--- config.mk ---
export PLATFORM = sky130hd
export DESIGN_NAME = irq_state_bank
export DESIGN_NICKNAME = d
export VERILOG_FILES = /design/src/rtl/irq_bank_pkg.sv /design/src/rtl/irq_edge_det.sv /design/src/rtl/irq_line_bank.sv /design/src/rtl/irq_nest_track.sv /design/src/rtl/irq_status_sum.sv /design/src/rtl/irq_state_bank.sv
export SDC_FILE = /design/constraint.sdc
export NUM_CORES = 1
export LEC_CHECK = 0
export ABC_AREA = 1
export BUFFER_PORTS_ARGS = -buffer_cell sky130_fd_sc_hd__buf_2
export CELL_PAD_IN_SITES_DETAIL_PLACEMENT = 0
export CELL_PAD_IN_SITES_GLOBAL_PLACEMENT = 1
export CORE_UTILIZATION = 39
export CTS_BUF_LIST = sky130_fd_sc_hd__clkbuf_4 sky130_fd_sc_hd__clkbuf_8 sky130_fd_sc_hd__clkbuf_16
export DETAILED_ROUTE_END_ITERATION = 12
export PLACE_DENSITY = 0.87
export SYNTH_ARGS = -nofsm -noshare
export SYNTH_HDL_FRONTEND = slang
export SYNTH_HIERARCHICAL = 1
export SYNTH_SLANG_ARGS = --single-unit
--- constraint.sdc ---
create_clock -name clk -period 2.5 [get_ports clk]
set_input_delay 0.5 -clock clk [delete_from_list [all_inputs] [get_ports clk]]
set_output_delay 0.5 -clock clk [all_outputs]
set_load 0.02 [all_outputs]
--- src/rtl/irq_bank_pkg.sv ---
`timescale 1ns/1ps
// Shared definitions for the interrupt line state bank: register region
// codes and the bit positions of the summary word.
package irq_bank_pkg;
    typedef enum logic [2:0] {
        RG_EN_SET  = 3'd0,
        RG_EN_CLR  = 3'd1,
        RG_PD_SET  = 3'd2,
        RG_PD_CLR  = 3'd3,
        RG_ACTIVE  = 3'd4,
        RG_STATUS  = 3'd5,
        RG_SWTRIG  = 3'd6,
        RG_NONE    = 3'd7
    } region_e;

    localparam int unsigned WORD_BITS  = 32;
    localparam int unsigned RUN_LSB    = 0;
    localparam int unsigned RUN_W      = 8;
    localparam int unsigned BASE_BIT   = 11;
    localparam int unsigned PEND_LSB   = 12;
    localparam int unsigned PEND_W     = 9;
endpackage

--- src/rtl/irq_edge_det.sv ---
`timescale 1ns/1ps
// Rising-edge detector for the interrupt inputs.
// Assumes the inputs are already synchronous to clk.
module irq_edge_det #(
    parameter int unsigned N_LINES = 32
) (
    input  logic               clk,
    input  logic               rst_n,
    input  logic [N_LINES-1:0] irq_in,
    output logic [N_LINES-1:0] rise
);
    logic [N_LINES-1:0] irq_q;

    // Keep the previous input level.
    always_ff @(posedge clk) begin
        if (!rst_n) irq_q <= '0;
        else        irq_q <= irq_in;
    end

    assign rise = irq_in & ~irq_q;
endmodule

--- src/rtl/irq_line_bank.sv ---
`timescale 1ns/1ps
// Per-line enable, pending and active flops with their set and clear
// decode. On a pending bit a set beats a clear. Assumes an acknowledge
// and a completion never target the same line on one edge.
module irq_line_bank
    import irq_bank_pkg::*;
#(
    parameter int unsigned N_LINES = 32,
    parameter int unsigned LW      = 5,
    parameter int unsigned WIDX_W  = 1
) (
    input  logic               clk,
    input  logic               rst_n,
    input  logic               wr_en,
    input  region_e            wr_region,
    input  logic [WIDX_W-1:0]  wr_widx,
    input  logic [31:0]        wr_data,
    input  logic [N_LINES-1:0] rise,
    input  logic               ack_valid,
    input  logic [LW-1:0]      ack_line,
    input  logic               done_valid,
    input  logic [LW-1:0]      done_line,
    output logic [N_LINES-1:0] en_q,
    output logic [N_LINES-1:0] pend_q,
    output logic [N_LINES-1:0] act_q,
    output logic [N_LINES-1:0] pend_set
);
    for (genvar k = 0; k < N_LINES; k++) begin : g_line
        localparam int unsigned WI = k / WORD_BITS;
        localparam int unsigned BI = k % WORD_BITS;
        logic bit_on, s_pd, c_pd, ack_hit, done_hit;
        logic en_r, pd_r, ac_r;

        assign bit_on   = wr_en && (32'(wr_widx) == WI) && wr_data[BI];
        assign s_pd     = rise[k] || (bit_on && wr_region == RG_PD_SET)
                       || (wr_en && wr_region == RG_SWTRIG && wr_data[8:0] == 9'(k));
        assign ack_hit  = ack_valid && (ack_line == LW'(k));
        assign done_hit = done_valid && (done_line == LW'(k));
        assign c_pd     = (bit_on && wr_region == RG_PD_CLR) || ack_hit;

        // Update this line's three state bits.
        always_ff @(posedge clk) begin
            if (!rst_n) begin
                en_r <= 1'b0;
                pd_r <= 1'b0;
                ac_r <= 1'b0;
            end else begin
                if (bit_on && wr_region == RG_EN_SET)      en_r <= 1'b1;
                else if (bit_on && wr_region == RG_EN_CLR) en_r <= 1'b0;
                if (s_pd)      pd_r <= 1'b1;
                else if (c_pd) pd_r <= 1'b0;
                if (ack_hit)       ac_r <= 1'b1;
                else if (done_hit) ac_r <= 1'b0;
            end
        end

        assign en_q[k]     = en_r;
        assign pend_q[k]   = pd_r;
        assign act_q[k]    = ac_r;
        assign pend_set[k] = s_pd;
    end
endmodule

--- src/rtl/irq_nest_track.sv ---
`timescale 1ns/1ps
// Tracks the running line and, for each line, the line it interrupted.
// This forms a linked list that a completion unwinds one step at a time.
// Assumes the arbiter never acknowledges a line that is already active.
module irq_nest_track #(
    parameter int unsigned LW = 5
) (
    input  logic          clk,
    input  logic          rst_n,
    input  logic          ack_valid,
    input  logic [LW-1:0] ack_line,
    input  logic          done_valid,
    output logic          cur_valid,
    output logic [LW-1:0] cur_line,
    output logic          base_flag
);
    localparam int unsigned DEPTH = 1 << LW;

    logic [DEPTH-1:0] ret_valid;
    logic [LW-1:0]    ret_line [DEPTH];

    // Push on acknowledge, pop on completion.
    always_ff @(posedge clk) begin
        if (!rst_n) begin
            cur_valid <= 1'b0;
            cur_line  <= '0;
            ret_valid <= '0;
            for (int i = 0; i < int'(DEPTH); i++) ret_line[i] <= '0;
        end else if (ack_valid) begin
            ret_valid[ack_line] <= cur_valid;
            ret_line[ack_line]  <= cur_line;
            cur_valid           <= 1'b1;
            cur_line            <= ack_line;
        end else if (done_valid) begin
            cur_valid <= ret_valid[cur_line];
            cur_line  <= ret_line[cur_line];
        end
    end

    // Nothing is active beneath the running line.
    assign base_flag = !cur_valid || !ret_valid[cur_line];
endmodule

--- src/rtl/irq_status_sum.sv ---
`timescale 1ns/1ps
// Builds the read-only summary word from the running line, the nesting
// flag and the lowest line that is both pending and enabled.
module irq_status_sum
    import irq_bank_pkg::*;
#(
    parameter int unsigned N_LINES  = 32,
    parameter int unsigned LW       = 5,
    parameter int unsigned VEC_BASE = 16
) (
    input  logic [N_LINES-1:0] en_q,
    input  logic [N_LINES-1:0] pend_q,
    input  logic               cur_valid,
    input  logic [LW-1:0]      cur_line,
    input  logic               base_flag,
    output logic [31:0]        status
);
    logic          found;
    logic [LW-1:0] low_idx;

    // Scan downward so the lowest qualifying line is the last one stored.
    always_comb begin
        found   = 1'b0;
        low_idx = '0;
        for (int i = int'(N_LINES) - 1; i >= 0; i--) begin
            if (pend_q[i] && en_q[i]) begin
                found   = 1'b1;
                low_idx = LW'(i);
            end
        end
    end

    // Pack the summary fields.
    always_comb begin
        status = '0;
        if (cur_valid) status[RUN_LSB +: RUN_W] = RUN_W'(cur_line) + RUN_W'(VEC_BASE);
        if (found)     status[PEND_LSB +: PEND_W] = PEND_W'(low_idx) + PEND_W'(VEC_BASE);
        status[BASE_BIT] = base_flag;
    end
endmodule

--- src/rtl/irq_state_bank.sv ---
`timescale 1ns/1ps
// Top of the interrupt line state bank. It decodes the word-addressed
// register space, instantiates the line state, the nesting tracker and
// the summary logic, and drives the combinational read mux. It assumes the
// external arbiter only acknowledges a line that is pending and not
// active, and never acknowledges and completes on the same cycle.
module irq_state_bank
    import irq_bank_pkg::*;
#(
    parameter int unsigned N_LINES  = 32,
    parameter int unsigned VEC_BASE = 16,
    localparam int unsigned LW      = (N_LINES > 1) ? $clog2(N_LINES) : 1,
    localparam int unsigned WORDS   = (N_LINES + WORD_BITS - 1) / WORD_BITS,
    localparam int unsigned WIDX_W  = (WORDS > 1) ? $clog2(WORDS) : 1,
    localparam int unsigned AW      = 3 + WIDX_W
) (
    input  logic               clk,
    input  logic               rst_n,
    input  logic [N_LINES-1:0] irq_in,
    input  logic               wr_en,
    input  logic [AW-1:0]      wr_addr,
    input  logic [31:0]        wr_data,
    input  logic [AW-1:0]      rd_addr,
    output logic [31:0]        rd_data,
    input  logic               ack_valid,
    input  logic [LW-1:0]      ack_line,
    input  logic               done_valid,
    output logic [N_LINES-1:0] pend_lines,
    output logic [N_LINES-1:0] en_lines
);
    localparam int unsigned PAD_W = WORDS * WORD_BITS;

    region_e            wr_region, rd_region;
    logic [WIDX_W-1:0]  wr_widx, rd_widx;
    logic [N_LINES-1:0] rise, en_q, pend_q, act_q, pend_set;
    logic               cur_valid, base_flag;
    logic [LW-1:0]      cur_line;
    logic [31:0]        status_w;
    logic [PAD_W-1:0]   en_pad, pend_pad, act_pad;

    assign wr_region = region_e'(wr_addr[AW-1 -: 3]);
    assign wr_widx   = wr_addr[WIDX_W-1:0];
    assign rd_region = region_e'(rd_addr[AW-1 -: 3]);
    assign rd_widx   = rd_addr[WIDX_W-1:0];

    irq_edge_det #(.N_LINES(N_LINES)) u_edge (
        .clk(clk), .rst_n(rst_n), .irq_in(irq_in), .rise(rise)
    );

    irq_line_bank #(.N_LINES(N_LINES), .LW(LW), .WIDX_W(WIDX_W)) u_lines (
        .clk(clk), .rst_n(rst_n), .wr_en(wr_en), .wr_region(wr_region),
        .wr_widx(wr_widx), .wr_data(wr_data), .rise(rise),
        .ack_valid(ack_valid), .ack_line(ack_line),
        .done_valid(done_valid), .done_line(cur_line),
        .en_q(en_q), .pend_q(pend_q), .act_q(act_q), .pend_set(pend_set)
    );

    irq_nest_track #(.LW(LW)) u_nest (
        .clk(clk), .rst_n(rst_n), .ack_valid(ack_valid), .ack_line(ack_line),
        .done_valid(done_valid), .cur_valid(cur_valid), .cur_line(cur_line),
        .base_flag(base_flag)
    );

    irq_status_sum #(.N_LINES(N_LINES), .LW(LW), .VEC_BASE(VEC_BASE)) u_sum (
        .en_q(en_q), .pend_q(pend_q), .cur_valid(cur_valid),
        .cur_line(cur_line), .base_flag(base_flag), .status(status_w)
    );

    assign en_pad   = PAD_W'(en_q);
    assign pend_pad = PAD_W'(pend_q);
    assign act_pad  = PAD_W'(act_q);

    // Select the addressed word; unmapped words and regions read zero.
    always_comb begin
        rd_data = '0;
        if (32'(rd_widx) < WORDS) begin
            case (rd_region)
                RG_EN_SET, RG_EN_CLR: rd_data = en_pad[32'(rd_widx) * WORD_BITS +: WORD_BITS];
                RG_PD_SET, RG_PD_CLR: rd_data = pend_pad[32'(rd_widx) * WORD_BITS +: WORD_BITS];
                RG_ACTIVE:            rd_data = act_pad[32'(rd_widx) * WORD_BITS +: WORD_BITS];
                RG_STATUS:            if (rd_widx == '0) rd_data = status_w;
                default:              rd_data = '0;
            endcase
        end
    end

    assign pend_lines = pend_q;
    assign en_lines   = en_q;
endmodule

* Word-level counts from Yosys, hierarchy flattened
Memories as Yosys holds them, arrays and structs flattened. A register that Yosys moved wholly into a read port is not among the register bits. Index checks and enable logic that the tools add are counted.
Word-level totals: register bits after elaboration 166, memory bits (writable) 160, bits of input ports 82, output and inout port bits 96, word-level logic and storage cells 989, memories kept 1
Memory list:
- u_nest.ret_line | words 32, bits a word 5, rd ports 1, clocked after Yosys merged registers in 1, wr ports 32, RTL line irq_nest_track.sv:20 | logic [LW-1:0] ret_line [DEPTH];
Cells by class: add/subtract/negate cells 2, $lt $le $gt $ge 4, equality and inequality tests 102, shifts and indexed selects 3, mux-type cells 279, bitwise operators 3, reductions and logical operators 495
Operators with widths (number):
- logical AND 1 bit | 291
- 2-to-1 mux 1 bit | 233
- nonzero test 2 bit | 97
- 2-to-1 mux 5 bit | 38
- equality test 5 bit, second input constant | 32
- equality test 9 x 5 -> 1 bit, second input constant | 16
- case mux 32 bit (4 select lines) | 1
- logical OR 1 bit | 97
- indexed part select 32 x 7 -> 32 bit | 3
- equality test 5 x 4 -> 1 bit, second input constant | 16
- equality test 9 x 4 -> 1 bit, second input constant | 8
- equality test 5 x 3 -> 1 bit, second input constant | 8
- equality test 9 x 3 -> 1 bit, second input constant | 4
- bitwise AND 32 bit | 1
- bitwise mux 32 bit | 1
- 2-to-1 mux 32 bit | 1
- NOT 32 bit | 1
- 2-to-1 mux 21 bit | 1
- equality test 5 x 2 -> 1 bit, second input constant | 4
- equality test 9 x 2 -> 1 bit, second input constant | 2
- adder 5 x 5 -> 6 bit, second input constant | 2
- equality test 3 x 2 -> 1 bit, second input constant | 4
- less-than comparator 5 x 6 -> 1 bit, second input constant | 2
- equality test 5 x 1 -> 1 bit, second input constant | 2
- other kinds (16) | 23

* Longest topological paths before layout
Gate-level depths: netlist (run 1).
word-level depth 38, gate-level depth with buffers 35, mapped depth without buffers 34

* By module
Netlist (run 1), hierarchy kept.
By module, submodules not included:
- irq_nest_track | times used 1, cells an instance 1047, area each 9295.2 µm²
- irq_line_bank | times used 1, cells an instance 973, area each 5953.2 µm²
- irq_state_bank | times used 1, cells an instance 326, area each 1535.2 µm²
- irq_edge_det | times used 1, cells an instance 163, area each 1154.9 µm²
- irq_status_sum | times used 1, cells an instance 151, area each 733.2 µm²

* Worst setup path before layout (run 1)
OpenSTA, ideal clock, no wires.
path type register -> output, start register u_lines.g_line[31].pd_r, end output port rd_data[12], arrival 2142 ps, required time 2000 ps, setup slack -142 ps, stages on the path, launching flop included 36, buffers on the path 1, cell sequence dfxtp_1 -> buf_4 -> nand2_1 -> inv_1 -> nand2_1 -> nand2_1 -> nand2_1 -> nand2_1 -> nand2_1 -> nand2_1 -> nand2_1 -> nand2_1 -> nand2_1 -> nand2_1 -> nand2_1 -> nand2_1 -> nand2_1 -> nand2_1 -> nand2_1 -> nand2_1 -> nand2_1 -> nand2_1 -> nand2_1 -> nand2_1 -> nand2_1 -> nand2_1 -> nand2_1 -> nand2_1 -> nand2_1 -> nand2_1 -> nand2_1 -> nand2_1 -> nand2_1 -> a21oi_2 -> nand3_1 -> nand2_1
Between the ends: longest elaborated chain between the ends 38
Ends and longest elaborated chain:
- start, declared | RTL line irq_line_bank.sv:32 | logic en_r, pd_r, ac_r;
- start signal, assigned | RTL line irq_line_bank.sv:45 | pd_r <= 1'b0;
- start signal, assigned | RTL line irq_line_bank.sv:50 | if (s_pd) pd_r <= 1'b1;
- start signal, assigned | RTL line irq_line_bank.sv:51 | else if (c_pd) pd_r <= 1'b0;
- logical AND 1 bit * | RTL line irq_status_sum.sv:26 | if (pend_q[i] && en_q[i]) begin
- 2-to-1 mux 5 bit (32 in a row) | RTL line irq_status_sum.sv:26
- adder 5 x 5 -> 6 bit | RTL line irq_status_sum.sv:37 | if (found) status[PEND_LSB +: PEND_W] = PEND_W'(low_idx) + PEND_W'(VEC_BASE);
- 2-to-1 mux 9 bit * | RTL line irq_status_sum.sv:37
- net status_w[12] | RTL line irq_state_bank.sv:38 | logic [31:0] status_w;
- 2-to-1 mux 21 bit * | RTL line irq_state_bank.sv:81 | RG_STATUS: if (rd_widx == '0) rd_data = status_w;
- case mux 32 bit (4 select lines) * | RTL line irq_state_bank.sv:77 | case (rd_region)
- 2-to-1 mux 32 bit * | RTL line irq_state_bank.sv:76 | if (32'(rd_widx) < WORDS) begin
- end, declared | RTL line irq_state_bank.sv:24 | output logic [31:0] rd_data,
Mark *: on every way through the listed nets, which the timed path passes. The rest lies on a longest branch.

* Final worst setup path (run 1)
Ends and elaborated chain as after synthesis.

==> results of run 1 <==
[worst max-delay path by stage]
stage / to / startpoint / slack [ns]
finish: rd_data[12] / u_lines/g_line[31].pd_r$_SDFFE_PN0P_ / -0.88
global route: rd_data[12] / u_lines/g_line[31].pd_r$_SDFFE_PN0P_ / -1.16
CTS: rd_data[12] / u_lines/g_line[31].pd_r$_SDFFE_PN0P_ / -0.89
detailed placement: rd_data[12] / u_lines/g_line[31].pd_r$_SDFFE_PN0P_ / -0.37
global placement: rd_data[12] / u_lines/g_line[31].pd_r$_SDFFE_PN0P_ / -0.47
floorplan: rd_data[12] / u_lines/g_line[31].pd_r$_SDFFE_PN0P_ / -0.07
[power groups by stage]
stage	Combinational (uW)	Sequential, uW	Clock, uW
detailed placement	1820	6090	0
finish	1910	5990	6220
global placement	1810	6090	0
floorplan	1220	6050	0
global route	2090	6010	6550
CTS	1880	5990	6320
[tightest hold or removal path: stages]
cell,delay (ns)
buf_2,0.08
nand2_1,0.04
inv_1,0.04
[placed cells by master, fill, tap and decap left out, types with 62 or more instances in the layout]
cell type,n
nand2_1,783
nand3_1,384
dfxtp_1,145
inv_1,189
a21oi_1,72
buf_2,169
o21ai_0,62
nor2_1,417
buf_4,135
edfxtp_1,160
[area by class of cell]
| cell class | instances | share of cell area [%] |
|---|---|---|
| sequential | 331 | 38.2 |
| multi-input combinational | 1848 | 37.4 |
| timing repair buffer | 329 | 10.8 |
| clock buffer | 45 | 4.84 |
| inverter | 204 | 3.57 |
| tap | 607 | 3.51 |
| clock inverter | 24 | 1.68 |
| antenna | 2 | 0.0231 |
[metrics by stage]
step / setup TNS, ns / cell area [um2] / hold WS, ns
6_report: -2.65 / 21600 / 0.137
5_1_grt: -3.67 / 21600 / 0.141
4_1_cts: -2.69 / 21500 / 0.116
3_5_place_dp: -0.493 / 19800 / 0.469
3_3_place_gp: -0.592 / 19800 / 0.464
2_1_floorplan: -0.0680 / 18500 / 0.439
[state kept, by name, indices dropped and copies added, names as in the netlist, named ones only]
register             flops
u_nest/ret_valid        32
u_nest/ret_line        160
u_nest/cur_valid         1
u_lines/g_line.ac_r     32
u_edge/irq_q            32
u_lines/g_line.en_r     32
u_lines/g_line.pd_r     32
u_nest/cur_line          5
[what timing repair did]
action	CTS	global route
hold endpoints to repair	0	0
gates cloned	3	1
resized for setup	73	25
endpoints found under the setup margin	7	7
setup buffers	8	1
pin swaps	22	19
[metal layers]
layer  global-route usage, %  vias up  share of wire [%]
met5                       0        -                  0
met4                    11.3        0                4.1
met3                    3.70      138                6.4
met2                    45.6      594                 49
met1                    31.8     8082                 40
li1                        -     8511                  -
==> summary.txt, run 1 <==
Status
  • Status: complete, but fails checks
  • Failing checks: setup timing

Clock network
  • CTS Hold Bufs: 0
  • CTS buffer count: 39
  • Max Buffers Root-to-Sink: 3
  • CTS tree: yes
  • Clk root buf: clkbuf_16
  • Clock sink count: 331
  • Worst-path clk slew: 0.06 ns
  • H-Tree Depth: 2
  • Worst-Skew Late Latency: 0.56 ns

Power and ir drop
  • PD cells: 653 nW/um2
  • Clock power frac: 44.0%
  • VDD IR max: 0.473 mV
  • Leak: 0.0101 uW
  • Sequential power share: 42.4%
  • Logic pwr share: 13.6%
  • Overall power: 14100 uW
  • Switching pwr: 3810 uW
  • Sw Share: 27.0%
  • Pint: 10300 uW

Placement
  • Placed Cells: about 3300
  • IO Port Bufs: about 180
  • Worst slack, placed: -0.371 ns
  • Global placer's final weighted congestion: 0.932
  • DP HPWL: 46200 um

Timing
  • Worst-margin pin slew: 0.978 ns
  • Final setup fails: 6
  • Final period util: 135%
  • RSZ-0062 raised after global routing: true
  • Clock skew: 0.0158 ns
  • Final min period: 3.38 ns
  • Peak Freq: 296 MHz
  • Max-slew headroom: 34.8%
  • Final Hold Vio Count: 0
  • Fin worst setup slack: -0.878 ns
  • Slew Limit Fails: 0

Cells and area
  • Area growth, synth to finish: 17.6%
  • Seq. cell area: 8270 um2
  • Share of layout cells above drive strength 1: 18.5%
  • Fillers: 4665
  • Layout Nets: 2835
  • Util after Layout: a little under half
  • Non-Filler Instances: between 3000 and 4000
  • Area of the multi-input gates: 8090 um2

Critical path
  • Crit. End Element: primary output
  • Worst reg2reg path endpoint: u_nest/cur_line[0]$_SDFFE_PN0N_
  • Crit path depth: 35
  • Worst path top cell family by delay: simple AND/OR/NAND/NOR gates
  • CP arrival: 2.88 ns
  • R2R depth: 9
  • Most frequent CP cell: nand2_1
  • Worst setup path category: reg2out
  • Reg2reg setup slack: 0.38 ns
  • Critical path's largest stage delay: 0.33 ns
  • Critical path's slowest cell: dfxtp_2
  • Buf+Inv Stages, Crit Path: 2
  • CP Max Fanout: 2
  • Worst Path Required: 2.00 ns
  • Startpoint types: register

Job
  • Max-cap viol count: 0

Die
  • Die width: 219 um
  • Num ports: 178
  • Initial Utilization: 39.5%
  • Total core area: between 40000 and 50000 um2
  • Die area: 48000 um2
  • Die Ht: approximately 220 um
  • # rows: 79

Drt
  • Vias/cell: 5.11
  • Post-route ant nets: 0
  • DRT Pass-1 Iters: 8
  • Vias post-DR: 17325
  • Total routed wirelength: 63100 um
  • WL/cell: 18.6 um
  • DRC Markers: 0
  • First DRT Iteration DRCs: around 1600

Hold path
  • WHS Endpoint: u_edge/irq_q[30]$_SDFF_PN0_
  • Cell depth of the worst hold path: 3
  • Hold crit path type: in2reg
  • Hold Startpoint: irq_in[30]

Global route
  • First-pass GRT wire length: approximately 95000 um
  • Tot GR Track Use: 26.1%
  • Largest net degree at the start of global routing: 86
  • Vias in the first global route: 16343
  • Initial antenna violation count: 3
  • Overflow after GRT: 0

Synthesis
  • Yosys warns: 6
  • Post-Synthesis Cells: between 2000 and 3000
  • Mapped Area: 18400 um2
  • Avg Inst Size Synth: 7.03 um2
No activity file was read; power rests on OpenSTA's default activity.
==> run 2: changes to the inputs <==
==> constraint.sdc (replaced) <==
create_clock -name clk -period 2.5 [get_ports clk]
set_input_delay 0.25 -clock clk [delete_from_list [all_inputs] [get_ports clk]]
set_output_delay 0.25 -clock clk [all_outputs]
set_load 0.02 [all_outputs]
==> summary.txt, run 2 (same netlist as run 1, synthesis figures left out) <==
Status
  • Status: complete, but fails checks
  • Failing checks: setup timing

Clock network
  • H-Tree Depth: 2
  • Worst-Skew Late Latency: 0.56 ns
  • Max Buffers Root-to-Sink: 3
  • Worst-path clk slew: around 0.060 ns
  • Clk root buf: clkbuf_16
  • Clock sink count: 331
  • CTS tree: yes
  • CTS buffer count: 39

Critical path
  • Worst reg2reg path endpoint: u_nest/cur_line[3]$_SDFFE_PN0N_
  • Worst setup path category: reg2out
  • CP arrival: between 2 and 3 ns
  • Critical path's largest stage delay: 0.33 ns
  • CP Max Fanout: 2
  • Most frequent CP cell: nand2_1
  • R2R depth: 6
  • Crit. End Element: primary output
  • Worst Path Required: 2.25 ns
  • Critical path's slowest cell: dfxtp_2
  • Startpoint types: register
  • Reg2reg setup slack: about 0.42 ns

Power and ir drop
  • VDD IR max: ~0.53 mV
  • PD cells: 654 nW/um2
  • Pint: slightly above 10000 uW
  • Clock power frac: 44.1%
  • Switching pwr: 3770 uW
  • Sequential power share: 42.6%
  • Sw Share: a little over a quarter
  • Overall power: 14100 uW
  • Leak: ~0.01 uW
  • Logic pwr share: 13.3%

Timing
  • Final min period: 3.23 ns
  • Final Hold Vio Count: 0
  • Final period util: 129%
  • RSZ-0062 raised after global routing: true
  • Final setup fails: 4
  • Fin worst setup slack: -0.725 ns
  • Setup TNS: -1.51 ns
  • Slew Limit Fails: 0
  • Peak Freq: 310 MHz
  • Clock skew: 0.0105 ns
  • Worst-margin pin slew: slightly below 1 ns
  • Max-slew headroom: 35.9%
  • Hold WS: 0.115 ns

Cells and area
  • Share of layout cells above drive strength 1: 16.2%
  • Layout Nets: 2843
  • Largest register FFs: 160
  • Fillers: ~4700
  • Area growth, synth to finish: 16.9%
  • Leading cell types in the layout, fill and taps excluded: nand2_1 (800), nor2_1 (419), nand3_1 (391)
  • Largest Register: u_nest/ret_line
  • Most common cell after layout, fill and taps aside: nand2_1

Die
  • Die Ht: approximately 220 um
  • Initial Utilization: 39.5%
  • # rows: 79
  • Num ports: between 150 and 200
  • Die width: 219 um
  • Die area: 48000 um2
  • Total core area: 46600 um2

Drt
  • Total routed wirelength: slightly above 60000 um
  • DRT Pass-1 Iters: 8
  • DRC Markers: 0
  • Post-route ant nets: 0
  • Vias post-DR: 17303
  • First DRT Iteration DRCs: 1743
  • Vias/cell: 5.09
  • WL/cell: 18.2 um

Global route
  • First-pass GRT wire length: between 90000 and 100000 um
  • Tot GR Track Use: 25.7%
  • Initial antenna violation count: 2
  • Overflow after GRT: 0
  • Vias in the first global route: 16450
  • Largest net degree at the start of global routing: 86

Placement
  • Worst slack, placed: -0.215 ns
  • DP HPWL: 45700 um
  • Global placer's final weighted congestion: approximately 0.94
  • IO Port Bufs: approximately 180

Hold path
  • Cell depth of the worst hold path: 5
  • Hold Startpoint: wr_data[18]
  • Hold crit path type: in2reg
  • WHS Endpoint: u_lines/g_line[18].en_r$_SDFFE_PN0P_

Job
  • Max-cap viol count: 0
[run 2: final cells by class]
type / instances / area (um2) / area share (%)
Tap cell: 607 / 759 / 3.53
Antenna cell: 2 / 5.00 / 0.0233
Timing Repair Buffer: 337 / 2350 / 10.9
Clock inverter: 25 / 364 / 1.69
Inverter: 204 / 769 / 3.58
Sequential cell: 331 / 8250 / 38.4
Clock buffer: 46 / 1040 / 4.84
Multi-Input combinational cell: 1848 / 7960 / 37.0
[run 2: per-layer routing]
| layer | track usage (%) | up-vias | routed length, um | part of all wire (%) |
|---|---|---|---|---|
| li1 | - | 8521 | - | - |
| met1 | 30.9 | 7989 | 24700 | 40 |
| met2 | 43.8 | 644 | 30000 | 48 |
| met3 | 4.66 | 149 | 4210 | 6.8 |
| met4 | 13.0 | 0 | 3080 | 5.0 |
| met5 | 0 | - | 0 | 0 |
[run 2: stage by stage]
stage          area [um2]  utilization, %  std cells
6_report            21500            46.2       3400
5_1_grt             21500            46.2       3398
4_1_cts             21300            45.8       3391
3_5_place_dp        19500            41.9       3287
3_3_place_gp        19500            41.9       3287
2_1_floorplan       18500               -       2635
[run 2: repair_timing]
| action | in CTS | in global routing |
|---|---|---|
| hold buffers | 32 | 0 |
| endpoints found under the setup margin | 5 | 7 |
| gates cloned | 1 | 1 |
| resized for setup | 27 | 24 |
| pin swaps | 8 | 10 |
| hold endpoints to repair | 32 | 0 |
| setup buffers | 0 | 6 |
[run 2: worst max-delay path: cells and delay by family (launching register included)]
kind                   cells  cell delay [ns]
AOI/OAI and AO/OA          1             0.14
DFF                        1             0.33
buffers and inverters      2             0.16
and+or+nand+nor           32             1.78
[run 2: power by group through the flow]
stage	combinational, uW	sequential [uW]	clock, uW
after floorplan	1210	6050	0
after global placement	1750	6090	0
after detailed placement	1760	6100	0
after CTS	1820	5990	6290
after global routing	2030	6010	6540
final	1870	5990	6190
[run 2: worst max path at each step]
stage,endpoint,cells past startpoint,from
3_3_place_gp,rd_data[12],35,u_lines/g_line[31].pd_r$_SDFFE_PN0P_
4_1_cts,rd_data[12],35,u_lines/g_line[31].pd_r$_SDFFE_PN0P_
3_5_place_dp,rd_data[12],35,u_lines/g_line[31].pd_r$_SDFFE_PN0P_
2_1_floorplan,rd_data[12],35,u_lines/g_line[31].pd_r$_SDFFE_PN0P_
6_report,rd_data[12],35,u_lines/g_line[31].pd_r$_SDFFE_PN0P_
5_1_grt,rd_data[12],35,u_lines/g_line[31].pd_r$_SDFFE_PN0P_
==> run 3: changes to the inputs <==
CORE_UTILIZATION = 40   (was 39)
SETUP_SLACK_MARGIN = 0.02   (was default)
SYNTH_HIERARCHICAL = default   (was 1)
==> summary.txt, run 3 <==
Clock network
  • Clock sink count: roughly 330
  • CTS tree: yes
  • Worst-path clk slew: approximately 0.050 ns
  • Worst-Skew Late Latency: 0.53 ns
  • Max Buffers Root-to-Sink: 3
  • CTS buffer count: 37
  • Clk root buf: clkbuf_16
  • H-Tree Depth: 2

Die
  • Total core area: roughly 40000 um2
  • # rows: 73
  • Die area: about 41000 um2
  • Die Ht: 202 um
  • Initial Utilization: 40.5%
  • Num ports: 178
  • Die width: ~200 um

Critical path
  • Critical path's slowest cell: dfxtp_2
  • Reg2reg setup slack: 0.46 ns
  • Most frequent CP cell: nand2_1
  • Worst setup path category: reg2out
  • Crit. End Element: primary output
  • Startpoint types: register
  • Worst Path Required: approximately 2.3 ns
  • CP Max Fanout: 2
  • Crit path from: u_lines.g_line[31].en_r$_SDFFE_PN0P_
  • Critical path's largest stage delay: 0.33 ns
  • Worst reg2reg path endpoint: u_nest.cur_line[0]$_SDFFE_PN0N_
  • R2R depth: 7
  • CP arrival: 2.87 ns

Synthesis
  • Number of synthesized flops with an enable pin: 160
  • Yosys top cell by area: edfxtp_1
  • Main synth FF type: dfxtp_1
  • Post-synth top area share: 29.9%
  • Post-synthesis sequential area ratio: 51.3%
  • Avg Inst Size Synth: 8.27 um2
  • Flops & latches, synth: 331
  • Async set-or-reset flop fraction in the synthesized netlist: 0%
  • Mapped Area: approximately 16000 um2
  • Synth unique cells: 43
  • Yosys warns: 0
  • Count leader, synth: nor2_1
  • Post-Synthesis Cells: 1940
  • Dominant cells by area after synthesis: edfxtp_1 (30%), dfxtp_1 (21%), nor2_1 (8.6%)
  • Most frequent cells after synthesis: nor2_1 (366), nand2_1 (362), dfxtp_1 (171)
  • Syn Nets: 2022

Placement
  • Placed Cells: between 2000 and 3000
  • Post-DP Area: 17500 um2
  • IO Port Bufs: 177
  • DP HPWL: 41400 um
  • Global placer's final weighted congestion: 0.979
  • Worst slack, placed: -0.106 ns

Cells and area
  • Largest Register: u_nest.ret_line
  • Area growth, synth to finish: 19.6%
  • Most common cell after layout, fill and taps aside: nand2_1
  • Layout Nets: 2197
  • Share of layout cells above drive strength 1: 18.8%
  • Cell area after layout: 19200 um2
  • Leading cell types in the layout, fill and taps excluded: nand2_1 (359), nor2_1 (357), buf_2 (172)
  • Number of diodes: 0
  • Largest register FFs: 160
  • Non-Filler Instances: 2665

Drt
  • Vias/cell: 5.61
  • WL/cell: 21.0 um
  • DRT Pass-1 Iters: 7
  • First DRT Iteration DRCs: 1487
  • Total routed wirelength: around 56000 um
  • Vias post-DR: 14940
  • DRC Markers: 0
  • Post-route ant nets: 0

Global route
  • Tot GR Track Use: 26.8%
  • Largest net degree at the start of global routing: about 70
  • Vias in the first global route: 14124
  • Initial antenna violation count: 0
  • Overflow after GRT: 0
  • First-pass GRT wire length: 84100 um

Timing
  • Peak Freq: approximately 320 MHz
  • Worst-margin pin slew: 0.718 ns
  • Final Hold Vio Count: 0
  • Clock skew: about 0.011 ns
  • RSZ-0062 raised after global routing: true
  • Hold WS: 0.0135 ns
  • Final setup fails: 3
  • Final period util: 125%
  • Max-slew headroom: 52.2%
  • Fin worst setup slack: -0.621 ns
  • Final min period: 3.12 ns
  • Slew Limit Fails: 0

Hold path
  • Cell depth of the worst hold path: 3
  • Hold Startpoint: wr_data[12]
  • Hold crit path type: in2reg
  • WHS Endpoint: u_lines.g_line[12].en_r$_SDFFE_PN0P_

Power and ir drop
  • Leak: 0.00811 uW
  • PD cells: 675 nW/um2
  • VDD IR max: 0.408 mV

Status
  • Status: complete, but fails checks
  • Failing checks: setup timing

Job
  • Max-cap viol count: 0
run 3: cell families after synthesis:
logic type	count (synthesis)	share of synthesized area, %
simple gates	826	20.6
flops	331	51.3
compound gates	398	16.4
buf+inv	355	9.82
mux	30	1.87
run 3: stage by stage:
| stage | TNS, ns | util [%] | power, uW |
|---|---|---|---|
| 2_1_floorplan | 0 | - | 7030 |
| 3_3_place_gp | -0.160 | 44.0 | 7560 |
| 3_5_place_dp | -0.106 | 44.0 | 7590 |
| 4_1_cts | -0.918 | 48.2 | 12900 |
| 5_1_grt | -1.51 | 48.4 | 13300 |
| 6_report | -0.994 | 48.4 | 13000 |
run 3: layout make-up:
type	count	area (um2)
Tap cell	525	657
Clock inverter	7	46.3
Clock buffer	57	1140
Sequential cell	331	8250
Timing Repair Buffer	306	2070
Fill cell	3800	20400
Multi-Input combinational cell	1254	6330
Inverter	185	702
run 3: how the worst max path moves through the flow:
stage          slack (ns)          end
2_1_floorplan        0.24  rd_data[12]
3_3_place_gp        -0.16  rd_data[12]
3_5_place_dp        -0.11  rd_data[12]
4_1_cts             -0.60  rd_data[12]
5_1_grt             -0.90  rd_data[12]
6_report            -0.62  rd_data[12]
run 3: power by group:
part	internal, uW	switching, uW	leakage (uW)	total [uW]
Combinational	524	1060	0.00446	1590
Clock	3160	2200	0.000606	5350
Sequential	5880	144	0.00305	6020
Total	9560	3410	0.00811	13000
run 3: timing repair:
| item | 4_1_cts | 5_1_grt |
|---|---|---|
| endpoints found under the hold margin | 32 | 0 |
| pin swaps | 4 | 4 |
| setup endpoints to repair | 4 | 4 |
| hold buffers | 32 | 0 |
| gates resized for setup | 30 | 12 |
| buffers inserted | 6 | 2 |
| cloned | 1 | 2 |
run 3: routing by layer:
metal	vias to the layer above	track usage [%]	part of all wire, %
met4	0	11.1	4.3
li1	6897	-	-
met2	796	42.9	46
met3	124	3.71	8.2
met1	7123	36.3	41
met5	-	0	0
run 3: critical path: cells and delay by family (launching register included):
kind / cells / cell delay, ns
compound gates: 1 / 0.13
simple gates: 32 / 1.68
flops: 1 / 0.33
buf+inv: 2 / 0.20
